<file path="config.mk">
export PLATFORM = sky130hd
export DESIGN_NAME = trans_cache
export DESIGN_NICKNAME = d
export VERILOG_FILES = /design/src/rtl/trans_cache_pkg.sv /design/src/rtl/trans_cache_entry.sv /design/src/rtl/trans_cache_enc.sv /design/src/rtl/trans_cache_mux.sv /design/src/rtl/trans_cache.sv
export SDC_FILE = /design/constraint.sdc
export NUM_CORES = 1
export LEC_CHECK = 0
export BUFFER_PORTS_ARGS = -buffer_cell sky130_fd_sc_hd__buf_2
export CORE_ASPECT_RATIO = 0.5
export CORE_MARGIN = 2
export CORE_UTILIZATION = 30
export CTS_BUF_LIST = sky130_fd_sc_hd__clkbuf_16
export CTS_CLUSTER_SIZE = 25
export DETAILED_ROUTE_END_ITERATION = 12
export PLACE_DENSITY_LB_ADDON = 0.05
export SYNTH_ARGS = -nofsm -noshare
export SYNTH_HDL_FRONTEND = slang
export SYNTH_SLANG_ARGS = --single-unit
export TNS_END_PERCENT = 1
</file>
<file path="constraint.sdc">
create_clock -name clk -period 16.24 [get_ports clk]
set_input_delay 0.812 -clock clk [delete_from_list [all_inputs] [get_ports clk]]
set_output_delay 0.812 -clock clk [all_outputs]
set_load 0.01 [all_outputs]
</file>
<file path="src/rtl/trans_cache_pkg.sv">
package trans_cache_pkg;

   // Untranslated offset width for 4 KB pages.
   localparam int unsigned PAGE_OFF_W = 12;

   // Outcome of one lookup, decided before the response register.
   typedef enum logic [1:0] {
      LK_IDLE   = 2'd0,
      LK_MISS   = 2'd1,
      LK_HIT    = 2'd2,
      LK_WCLEAN = 2'd3
   } lk_kind_e;

   function automatic lk_kind_e classify(input logic valid, input logic any_hit,
                                         input logic store, input logic dirty);
      if (!valid)               return LK_IDLE;
      else if (!any_hit)        return LK_MISS;
      else if (store && !dirty) return LK_WCLEAN;
      else                      return LK_HIT;
   endfunction

endpackage

</file>
<file path="src/rtl/trans_cache_entry.sv">
module trans_cache_entry #(
   parameter int unsigned VPN_W = 20,
   parameter int unsigned PFN_W = 20
) (
   input  logic             clk,
   input  logic             rst_n,
   input  logic             wr_en,
   input  logic [VPN_W-1:0] wr_vpn,
   input  logic [PFN_W-1:0] wr_pfn,
   input  logic             wr_mod,
   input  logic             inv_en,
   input  logic [VPN_W-1:0] inv_vpn,
   input  logic [VPN_W-1:0] look_vpn,
   input  logic [VPN_W-1:0] fill_vpn,
   output logic             look_hit,
   output logic             fill_hit,
   output logic [PFN_W-1:0] e_pfn,
   output logic             e_mod
);

   logic             valid_q;
   logic [VPN_W-1:0] vpn_q;
   logic [PFN_W-1:0] pfn_q;
   logic             mod_q;
   logic             kill;

   assign kill = inv_en && valid_q && (vpn_q == inv_vpn) && !wr_en;

   always_ff @(posedge clk or negedge rst_n) begin
      if (!rst_n) begin
         valid_q <= 1'b0;
      end else if (wr_en) begin
         valid_q <= 1'b1;
      end else if (kill) begin
         valid_q <= 1'b0;
      end
   end

   always_ff @(posedge clk) begin
      if (wr_en) begin
         vpn_q <= wr_vpn;
         pfn_q <= wr_pfn;
         mod_q <= wr_mod;
      end
   end

   assign look_hit = valid_q && (vpn_q == look_vpn);
   assign fill_hit = valid_q && (vpn_q == fill_vpn);
   assign e_pfn    = pfn_q;
   assign e_mod    = mod_q;

   // a write leaves the slot valid holding the written page number
   p_fill_sets_r6: assert property (@(posedge clk) disable iff (!rst_n)
      wr_en |=> (valid_q && (vpn_q == $past(wr_vpn)) && (pfn_q == $past(wr_pfn))));

   // a shootdown of this slot's page without a write clears it
   p_inv_clears_r8: assert property (@(posedge clk) disable iff (!rst_n)
      (inv_en && look_hit && (look_vpn == inv_vpn) && !wr_en) |=> !valid_q);

endmodule

</file>
<file path="src/rtl/trans_cache_enc.sv">
module trans_cache_enc #(
   parameter int unsigned N = 8,
   localparam int unsigned IW = (N > 1) ? $clog2(N) : 1
) (
   input  logic [N-1:0]  sel,
   output logic          any,
   output logic [IW-1:0] idx
);

   generate
      if (N < 2) begin : g_bad_n
         $error("trans_cache_enc needs at least two inputs");
      end
   endgenerate

   always_comb begin
      idx = '0;
      for (int i = 0; i < N; i++) begin
         if (sel[i]) idx = idx | IW'(i);
      end
   end

   assign any = |sel;

endmodule

</file>
<file path="src/rtl/trans_cache_mux.sv">
module trans_cache_mux #(
   parameter int unsigned N      = 8,
   parameter int unsigned W      = 20,
   parameter bit          AND_OR = 1'b1
) (
   input  logic [N-1:0]   sel,
   input  logic [N*W-1:0] data_flat,
   input  logic [N-1:0]   flag_vec,
   output logic           any,
   output logic [W-1:0]   data,
   output logic           flag
);

   generate
      if (AND_OR) begin : g_and_or
         // Shallow OR tree; relies on at most one select being set.
         always_comb begin
            data = '0;
            flag = 1'b0;
            for (int i = 0; i < N; i++) begin
               data = data | (data_flat[i*W +: W] & {W{sel[i]}});
               flag = flag | (flag_vec[i] & sel[i]);
            end
         end
      end else begin : g_priority
         // Lowest index wins; deeper but tolerant of multiple selects.
         always_comb begin
            data = '0;
            flag = 1'b0;
            for (int i = N - 1; i >= 0; i--) begin
               if (sel[i]) begin
                  data = data_flat[i*W +: W];
                  flag = flag_vec[i];
               end
            end
         end
      end
   endgenerate

   assign any = |sel;

endmodule

</file>
<file path="src/rtl/trans_cache.sv">
module trans_cache
   import trans_cache_pkg::*;
#(
   parameter int unsigned ENTRIES = 8,
   parameter int unsigned VPN_W   = 20,
   parameter int unsigned PFN_W   = 20,
   parameter bit          AND_OR  = 1'b1,
   localparam int unsigned OFF_W  = PAGE_OFF_W,
   localparam int unsigned VA_W   = VPN_W + OFF_W,
   localparam int unsigned PA_W   = PFN_W + OFF_W,
   localparam int unsigned IDX_W  = $clog2(ENTRIES)
) (
   input  logic             clk,
   input  logic             rst_n,
   input  logic             req_valid,
   input  logic             req_store,
   input  logic [VA_W-1:0]  req_vaddr,
   output logic             rsp_valid,
   output logic             rsp_hit,
   output logic             rsp_miss,
   output logic             rsp_wclean,
   output logic [PA_W-1:0]  rsp_paddr,
   input  logic             fill_en,
   input  logic [IDX_W-1:0] fill_idx,
   input  logic [VPN_W-1:0] fill_vpn,
   input  logic [PFN_W-1:0] fill_pfn,
   input  logic             fill_mod,
   input  logic             inv_en,
   input  logic [VPN_W-1:0] inv_vpn
);

   generate
      if (ENTRIES < 2) begin : g_bad_entries
         $error("trans_cache needs at least two entries");
      end
      if ((1 << IDX_W) != ENTRIES) begin : g_bad_pow2
         $error("trans_cache entry count must be a power of two");
      end
      if (VPN_W < 1 || PFN_W < 1) begin : g_bad_width
         $error("trans_cache page number widths must be positive");
      end
   endgenerate

   logic [VPN_W-1:0]       look_vpn;
   logic [ENTRIES-1:0]     look_hit;
   logic [ENTRIES-1:0]     fill_hit;
   logic [ENTRIES-1:0]     e_mod;
   logic [ENTRIES*PFN_W-1:0] e_pfn_flat;
   logic                   hit_any;
   logic [PFN_W-1:0]       hit_pfn;
   logic                   hit_mod;
   logic                   fill_any;
   logic [IDX_W-1:0]       fill_match_idx;
   logic [IDX_W-1:0]       fill_tgt;
   lk_kind_e               kind;

   assign look_vpn = req_vaddr[VA_W-1:OFF_W];

   // A refill of a cached page lands on its current slot.
   trans_cache_enc #(.N(ENTRIES)) u_fill_enc (
      .sel (fill_hit),
      .any (fill_any),
      .idx (fill_match_idx)
   );

   assign fill_tgt = fill_any ? fill_match_idx : fill_idx;

   for (genvar g = 0; g < ENTRIES; g++) begin : g_slot
      logic slot_wr;
      assign slot_wr = fill_en && (fill_tgt == IDX_W'(g));
      trans_cache_entry #(.VPN_W(VPN_W), .PFN_W(PFN_W)) u_entry (
         .clk      (clk),
         .rst_n    (rst_n),
         .wr_en    (slot_wr),
         .wr_vpn   (fill_vpn),
         .wr_pfn   (fill_pfn),
         .wr_mod   (fill_mod),
         .inv_en   (inv_en),
         .inv_vpn  (inv_vpn),
         .look_vpn (look_vpn),
         .fill_vpn (fill_vpn),
         .look_hit (look_hit[g]),
         .fill_hit (fill_hit[g]),
         .e_pfn    (e_pfn_flat[g*PFN_W +: PFN_W]),
         .e_mod    (e_mod[g])
      );
   end

   trans_cache_mux #(.N(ENTRIES), .W(PFN_W), .AND_OR(AND_OR)) u_hit_mux (
      .sel       (look_hit),
      .data_flat (e_pfn_flat),
      .flag_vec  (e_mod),
      .any       (hit_any),
      .data      (hit_pfn),
      .flag      (hit_mod)
   );

   assign kind = classify(req_valid, hit_any, req_store, hit_mod);

   always_ff @(posedge clk or negedge rst_n) begin
      if (!rst_n) begin
         rsp_valid  <= 1'b0;
         rsp_hit    <= 1'b0;
         rsp_miss   <= 1'b0;
         rsp_wclean <= 1'b0;
         rsp_paddr  <= '0;
      end else begin
         rsp_valid  <= (kind != LK_IDLE);
         rsp_hit    <= (kind == LK_HIT) || (kind == LK_WCLEAN);
         rsp_miss   <= (kind == LK_MISS);
         rsp_wclean <= (kind == LK_WCLEAN);
         rsp_paddr  <= ((kind == LK_HIT) || (kind == LK_WCLEAN)) ?
                       {hit_pfn, req_vaddr[OFF_W-1:0]} : '0;
      end
   end

   // never two slots answering the same page
   p_single_hit_r7: assert property (@(posedge clk) disable iff (!rst_n)
      $onehot0(look_hit));

   p_single_fill_r7: assert property (@(posedge clk) disable iff (!rst_n)
      $onehot0(fill_hit));

   // miss and hit are exclusive and a miss returns no address
   p_miss_excl_r1: assert property (@(posedge clk) disable iff (!rst_n)
      rsp_miss |-> (!rsp_hit && !rsp_wclean && (rsp_paddr == '0)));

   // the clean-store trap only follows a store request that hit
   p_wclean_store_r3: assert property (@(posedge clk) disable iff (!rst_n)
      rsp_wclean |-> (rsp_hit && $past(req_store) && $past(req_valid)));

   // loads never trap
   p_load_no_trap_r4: assert property (@(posedge clk) disable iff (!rst_n)
      (req_valid && !req_store) |=> !rsp_wclean);

   // no request, quiet response
   p_idle_quiet_r10: assert property (@(posedge clk) disable iff (!rst_n)
      !req_valid |=> (!rsp_valid && !rsp_hit && !rsp_miss && !rsp_wclean));

   // every request is answered on the next edge
   p_resp_follows_r10: assert property (@(posedge clk) disable iff (!rst_n)
      req_valid |=> (rsp_valid && (rsp_hit != rsp_miss)));

endmodule

</file>
* Yosys cells after proc, flatten, opt, wreduce, memory -nomap -nowiden
Cells that the tools add are included.
** Storage, ports and cells
- Word-level logic and storage cells :: 200
- Output and inout port bits :: 36
- Input bits :: 102
- Bits in registers :: 372
** Operators by class
- Reductions and logical operators :: 71
- Bitwise gates (word level) :: 30
- Eq/ne operators :: 34
- Multiplexer cells :: 28
** Operator list (count)
- 20-bit == test :: 24
- 20-bit AND :: 8
- 20-bit OR :: 7
- 1-bit logical AND :: 49
- 32-bit 2-to-1 mux :: 1
- 1-bit 2-to-1 mux :: 18
- 2-bit nonzero test :: 9
- 8-bit OR reduction :: 2
- 3-bit 2-to-1 mux :: 5
- 3-bit == test (second input constant) :: 4
- 1-bit zero test :: 9
- 1-bit AND :: 8
- 2-bit 2-to-1 mux :: 4
- 1-bit OR :: 7
- 3-bit by 2-bit == test with 1-bit output (second input constant) :: 2
- 2-bit == test (second input constant) :: 2
- 3-bit by 1-bit == test with 1-bit output (second input constant) :: 1
- 3-bit zero test :: 1
- 2-bit by 1-bit == test with 1-bit output (second input constant) :: 1
- 1-bit logical OR :: 1

* Depth between registers and ports, before layout
- Word-level depth :: 18
- Mapped depth :: 10
- Depth with buffers taken out :: 8

* Modules after synthesis
Synthesis repeated with hierarchy kept, for this count alone.
** Unflattened totals
- Cells, all modules :: 1235
- Area, all modules :: 17737.0 µm²
** By module, submodules not included
- trans_cache_entry :: instances 8, cells an instance 126, area each 1936.9 µm², seq. area each 1256.2 µm²
- trans_cache :: instances 1, cells an instance 98, area each 1307.5 µm², seq. area each 900.9 µm²
- trans_cache_mux :: instances 1, cells an instance 124, area each 885.8 µm², seq. area each 0.0 µm²
- trans_cache_enc :: instances 1, cells an instance 5, area each 48.8 µm², seq. area each 0.0 µm²

* Worst setup path before layout
Ideal clock, no wire load.
- Kind :: input-to-reg
- Start :: input port fill_vpn[6]
- End :: register g_slot[0].u_entry.mod_q (enable)
- Cell stages on the path :: 9
- Slack :: 10453 ps
- Required time :: 15750 ps
- Setup time :: 490 ps
- Arrival :: 5297 ps
- Path buffers :: 2
- Cell sequence :: buf_4 > xnor2_1 > nand4_1 > nor4_2 > a2bb2oi_1 > and4_4 > or4b_1 > buf_2 > nor3_1
** Between the ends
- Word-level cells in the longest chain between the ends :: 12
- Elaborated cells on any way between the ends :: 27
- Classes of those cells :: eq/ne (8); mux (8); reduce/logical (11)
** Ends and longest elaborated chain
- from (decl) :: RTL line trans_cache.sv:25 : input logic [VPN_W-1:0] fill_vpn,
- 20-bit == test :: RTL line trans_cache_entry.sv:48 : assign fill_hit = valid_q && (vpn_q == fill_vpn);
- 1-bit logical AND :: RTL line trans_cache_entry.sv:48
- 1-bit 2-to-1 mux :: RTL line trans_cache_enc.sv:19 : if (sel[i]) idx = idx | IW'(i);
- 2-bit 2-to-1 mux (2 in series) :: RTL line trans_cache_enc.sv:19
- 3-bit 2-to-1 mux (4 in series) :: RTL line trans_cache_enc.sv:19
- 3-bit 2-to-1 mux (*) :: RTL line trans_cache.sv:66 : assign fill_tgt = fill_any ? fill_match_idx : fill_idx;
- 3-bit zero test (*) :: RTL line trans_cache.sv:70 : assign slot_wr = fill_en && (fill_tgt == IDX_W'(g));
- 1-bit logical AND (*) :: RTL line trans_cache.sv:70
- named net g_slot[0].slot_wr :: RTL line trans_cache.sv:69 : logic slot_wr;
- to (signal assigned) :: RTL line trans_cache_entry.sv:43 : mod_q <= wr_mod;
- to (decl) :: RTL line trans_cache_entry.sv:24 : logic mod_q;
Mark *: on every way through the listed nets, which the timed path passes. The rest lies on a longest branch.
A chain may end at the register's enable or synchronous reset.

* Worst setup path in the final report
- Start :: input port fill_vpn[12]
- End :: register g_slot[4].u_entry.pfn_q[6] (enable)
** Between the ends
- Word-level cells in the longest chain between the ends :: 12
- Elaborated cells on any way between the ends :: 27
- Classes of those cells :: eq/ne (9); mux (8); reduce/logical (10)
** Ends and longest elaborated chain
- 20-bit == test :: RTL line trans_cache_entry.sv:48
- 1-bit logical AND :: RTL line trans_cache_entry.sv:48
- 1-bit 2-to-1 mux :: RTL line trans_cache_enc.sv:19
- 2-bit 2-to-1 mux (2 in series) :: RTL line trans_cache_enc.sv:19
- 3-bit 2-to-1 mux (4 in series) :: RTL line trans_cache_enc.sv:19
- 3-bit 2-to-1 mux (*) :: RTL line trans_cache.sv:66
- 3-bit == test (*) :: RTL line trans_cache.sv:70
- 1-bit logical AND (*) :: RTL line trans_cache.sv:70
- named net g_slot[4].slot_wr :: RTL line trans_cache.sv:69
- to (signal assigned) :: RTL line trans_cache_entry.sv:42 : pfn_q <= wr_pfn;
- to (decl) :: RTL line trans_cache_entry.sv:23 : logic [PFN_W-1:0] pfn_q;
Marked as above.

==> results_dict.tcl <==
set metrics [dict create \
    clk_latency_ns 0.58 \
    hpwl_um 55500 \
    dp.cells 2135 \
    cp-start-kind "primary input" \
    min_path_type "primary input to async pin" \
    final_cell_mix "edfxtp_1, xor2_1, xnor2_1, buf_2, nor4_1" \
    relSlewSlack 0.1003 \
    via_per_inst 5.338 \
    grt_pass1_vias 11340 \
    worstSetupPathDepth 9 \
    row_count 63 \
    dpl_worst_slack_ns 10.91 \
    ys.warnings.count 0 \
    wl_per_cell_um 34.94 \
    cp_max_fo 31 \
    core_area_mm2 0.05904 \
    cp-end-kind "flip-flop" \
    grt.total_usage 0.2486 \
    yosysSeqAreaShare 0.6136 \
    cts.sinks 372 \
    slew_violations 0 \
    hold_violations 0 \
    synthArstFlopShare 0.1183 \
    initial_utilization 0.3023 \
    crit_family "simple AND/OR/NAND/NOR gates" \
    synth_ff_type "edfxtp_1" \
    drtPass1Iterations 7 \
    critical_path_class "primary input to flip-flop" \
    netlist_top_cells_area "edfxtp_1, xor2_1, xnor2_1" \
    min_period_ns 4.907 \
    fp.dieH_um 176.5 \
    wl_um 77020 \
    fill_cells 5777 \
    leakage_nw 6.898 \
    ios 138 \
    period_share 0.3022 \
    antenna_found_initial 2 \
    path_buf_inv 2 \
    synth_top_area_cell "edfxtp_1" \
    gp_congestion 1.002 \
    die-area_mm2 0.06158 \
    setup_viol 0 \
    syn-num-nets 1379 \
    grt_first_pass_wirelength_um 102800 \
    synth-seq-cells 372 \
    reg2regPathDepth 8 \
    outcome "completed" \
    numCtsBuffers 39 \
    synth_cells 1277 \
    stdcell_count 2204 \
    path_cells "buf_2 > xor2_1 > nor4_1 > nand4_1 > a2bb2oi_1 > and4_4 > or4b_1 > nor3_2 > buf_4" \
    first_iter_violations 1391 \
    worstPathRequired_ns 16.43 \
    finalSetupTns_ns 0 \
    vdd.ir_drop.worst_v 0.00005478 \
    rsz0062_at_grt "no" \
    setup_slack_ns 11.33 \
    clk_pin_slew_ns 0.06 \
    layout.nets 1498 \
    root_buffer "clkbuf_16" \
    ctsHoldBuffers 0 \
    cts-resized-gates 0 \
    vias 11770 \
    clockBufferDepth 3 \
    avgSynthCellArea_um2 13.98 \
    dieWidth_um 348.9 \
    syn2layout_area_growth_pct 14.98 \
    critPathSlowestCell "nor3_2" \
    fmax_ghz 0.2038 \
    drive_above_1_share 0.1665 \
    drv_cap 0 \
    drcViolationCount 0 \
    tightest_slew_ns 1.337 \
    io_buffers 137 \
    synth_edf_count 328 \
    cp.arrival_ns 5.10 \
    htreeDepth 2 \
    mostFrequentLayoutCell "edfxtp_1" \
    gr-total-overflow 0 \
    cpPeakStageDelay_ns 0.84 \
    synth.distinct_cells 35 \
    p_per_area_mw_per_mm2 106.2 \
    drtAntennaViolNets 0 \
    grt_max_degree 45 \
    synth_top_area_frac 0.5519 \
    cts_tree "done" \
    synth_area_mm2 0.01785 \
    fin_skew_ns 0.02831 \
    post-cts-setup-buffers 0 \
]
[worst register-to-register path: cells and delay by family, from the launching register on]
family	cells	cell delay (ns)
buffers and inverters	1	0.59
AOI/OAI and AO/OA	1	0.26
xor gates and xnor gates	1	0.28
DFF	1	0.49
and+or+nand+nor	5	2.71
[where the power goes]
part | switching [mW] | internal, mW | leakage (nW) | total [mW]
registers | 0.0264 | 1.07 | 3.55 | 1.10
logic | 0.154 | 0.0629 | 2.73 | 0.217
clock network | 0.395 | 0.469 | 0.614 | 0.864
total | 0.576 | 1.60 | 6.90 | 2.18
[logic make-up after synthesis]
logic type	share of synthesized area
XOR/XNOR	0.2356
flip-flops	0.6136
AND/OR/NAND/NOR	0.07151
AO/OA/AOI/OAI	0.05307
buffers and inverters	0.02629
[cell type report]
cell class	count	area, µm²	area share
Sequential cell	372	10950	0.5336
Clock inverter	29	196.4	0.009573
Clock buffer	39	975.9	0.04756
Antenna cell	1	2.502	0.0001219
Multi-Input combinational cell	818	6531	0.3183
Tap cell	780	975.9	0.04756
Inverter	2	7.507	0.0003658
Timing Repair Buffer	163	880.8	0.04292
[per-stage QoR]
stage / cell area, µm² / power [mW] / hold slack, ns / util
floorplan: 17850 / 1.220 / 0.4653 / -
global placement: 19350 / 1.334 / 0.4843 / 0.3277
CTS: 20520 / 2.193 / 0.3736 / 0.3475
finish: 20520 / 2.180 / 0.3820 / 0.3476
global route: 20520 / 2.247 / 0.3780 / 0.3475
detailed placement: 19350 / 1.329 / 0.4770 / 0.3277
[per-layer routing]
metal | GRT usage | wire [µm] | vias to the layer above | share of wire
met2 | 0.3616 | 32510 | 527 | 0.42
met4 | 0.04795 | 1495 | 0 | 0.019
met1 | 0.3827 | 37010 | 6211 | 0.48
met3 | 0.04657 | 6001 | 83 | 0.078
li1 | - | - | 4945 | -
met5 | 0 | 0 | - | 0
[synth_stat cells, types with 2 or more instances]
cell type and number:
nand3_1 24, edfxtp_1 328, a22oi_1 44, buf_4 7, a31oi_1 20, o21ai_0 8, buf_1 3, or4_1 2
buf_6 10, o31ai_2 2, a221oi_1 20, nor4_1 73, nand4_1 56, buf_2 33, o31ai_1 7, xnor2_1 203
clkbuf_1 32, nor3_1 23, and3_1 5, inv_1 2, a22o_1 20, and2_1 12, xor2_1 277, dfrtp_1 44
nand2_1 12
[flip-flops by register name, indices dropped and copies added (netlist names)]
register	flops
g_slot.u_entry.e_mod	8
g_slot.u_entry.e_pfn	160
g_slot.u_entry.valid_q	8
g_slot.u_entry.vpn_q	160
rsp_hit	1
rsp_miss	1
rsp_paddr	32
rsp_valid	1
rsp_wclean	1
[path summary, 6_finish.rpt]
kind                                                        from                                     to  slack (ns)
min in group clk                                       req_valid                    rsp_valid$_DFF_PN0_        0.40
max in group asynchronous                                  rst_n                rsp_paddr[18]$_DFF_PN0_       15.34
hold reg to reg                g_slot[5].u_entry.e_mod$_DFFE_PP_                   rsp_wclean$_DFF_PN0_        0.50
setup reg to reg           g_slot[0].u_entry.vpn_q[12]$_DFFE_PP_   g_slot[4].u_entry.e_pfn[6]$_DFFE_PP_       11.48
hold / removal                                             rst_n  g_slot[3].u_entry.valid_q$_DFFE_PN0P_        0.38
setup / recovery                                    fill_vpn[12]   g_slot[4].u_entry.e_pfn[6]$_DFFE_PP_       11.33
Power figures use the tool's default switching activity.
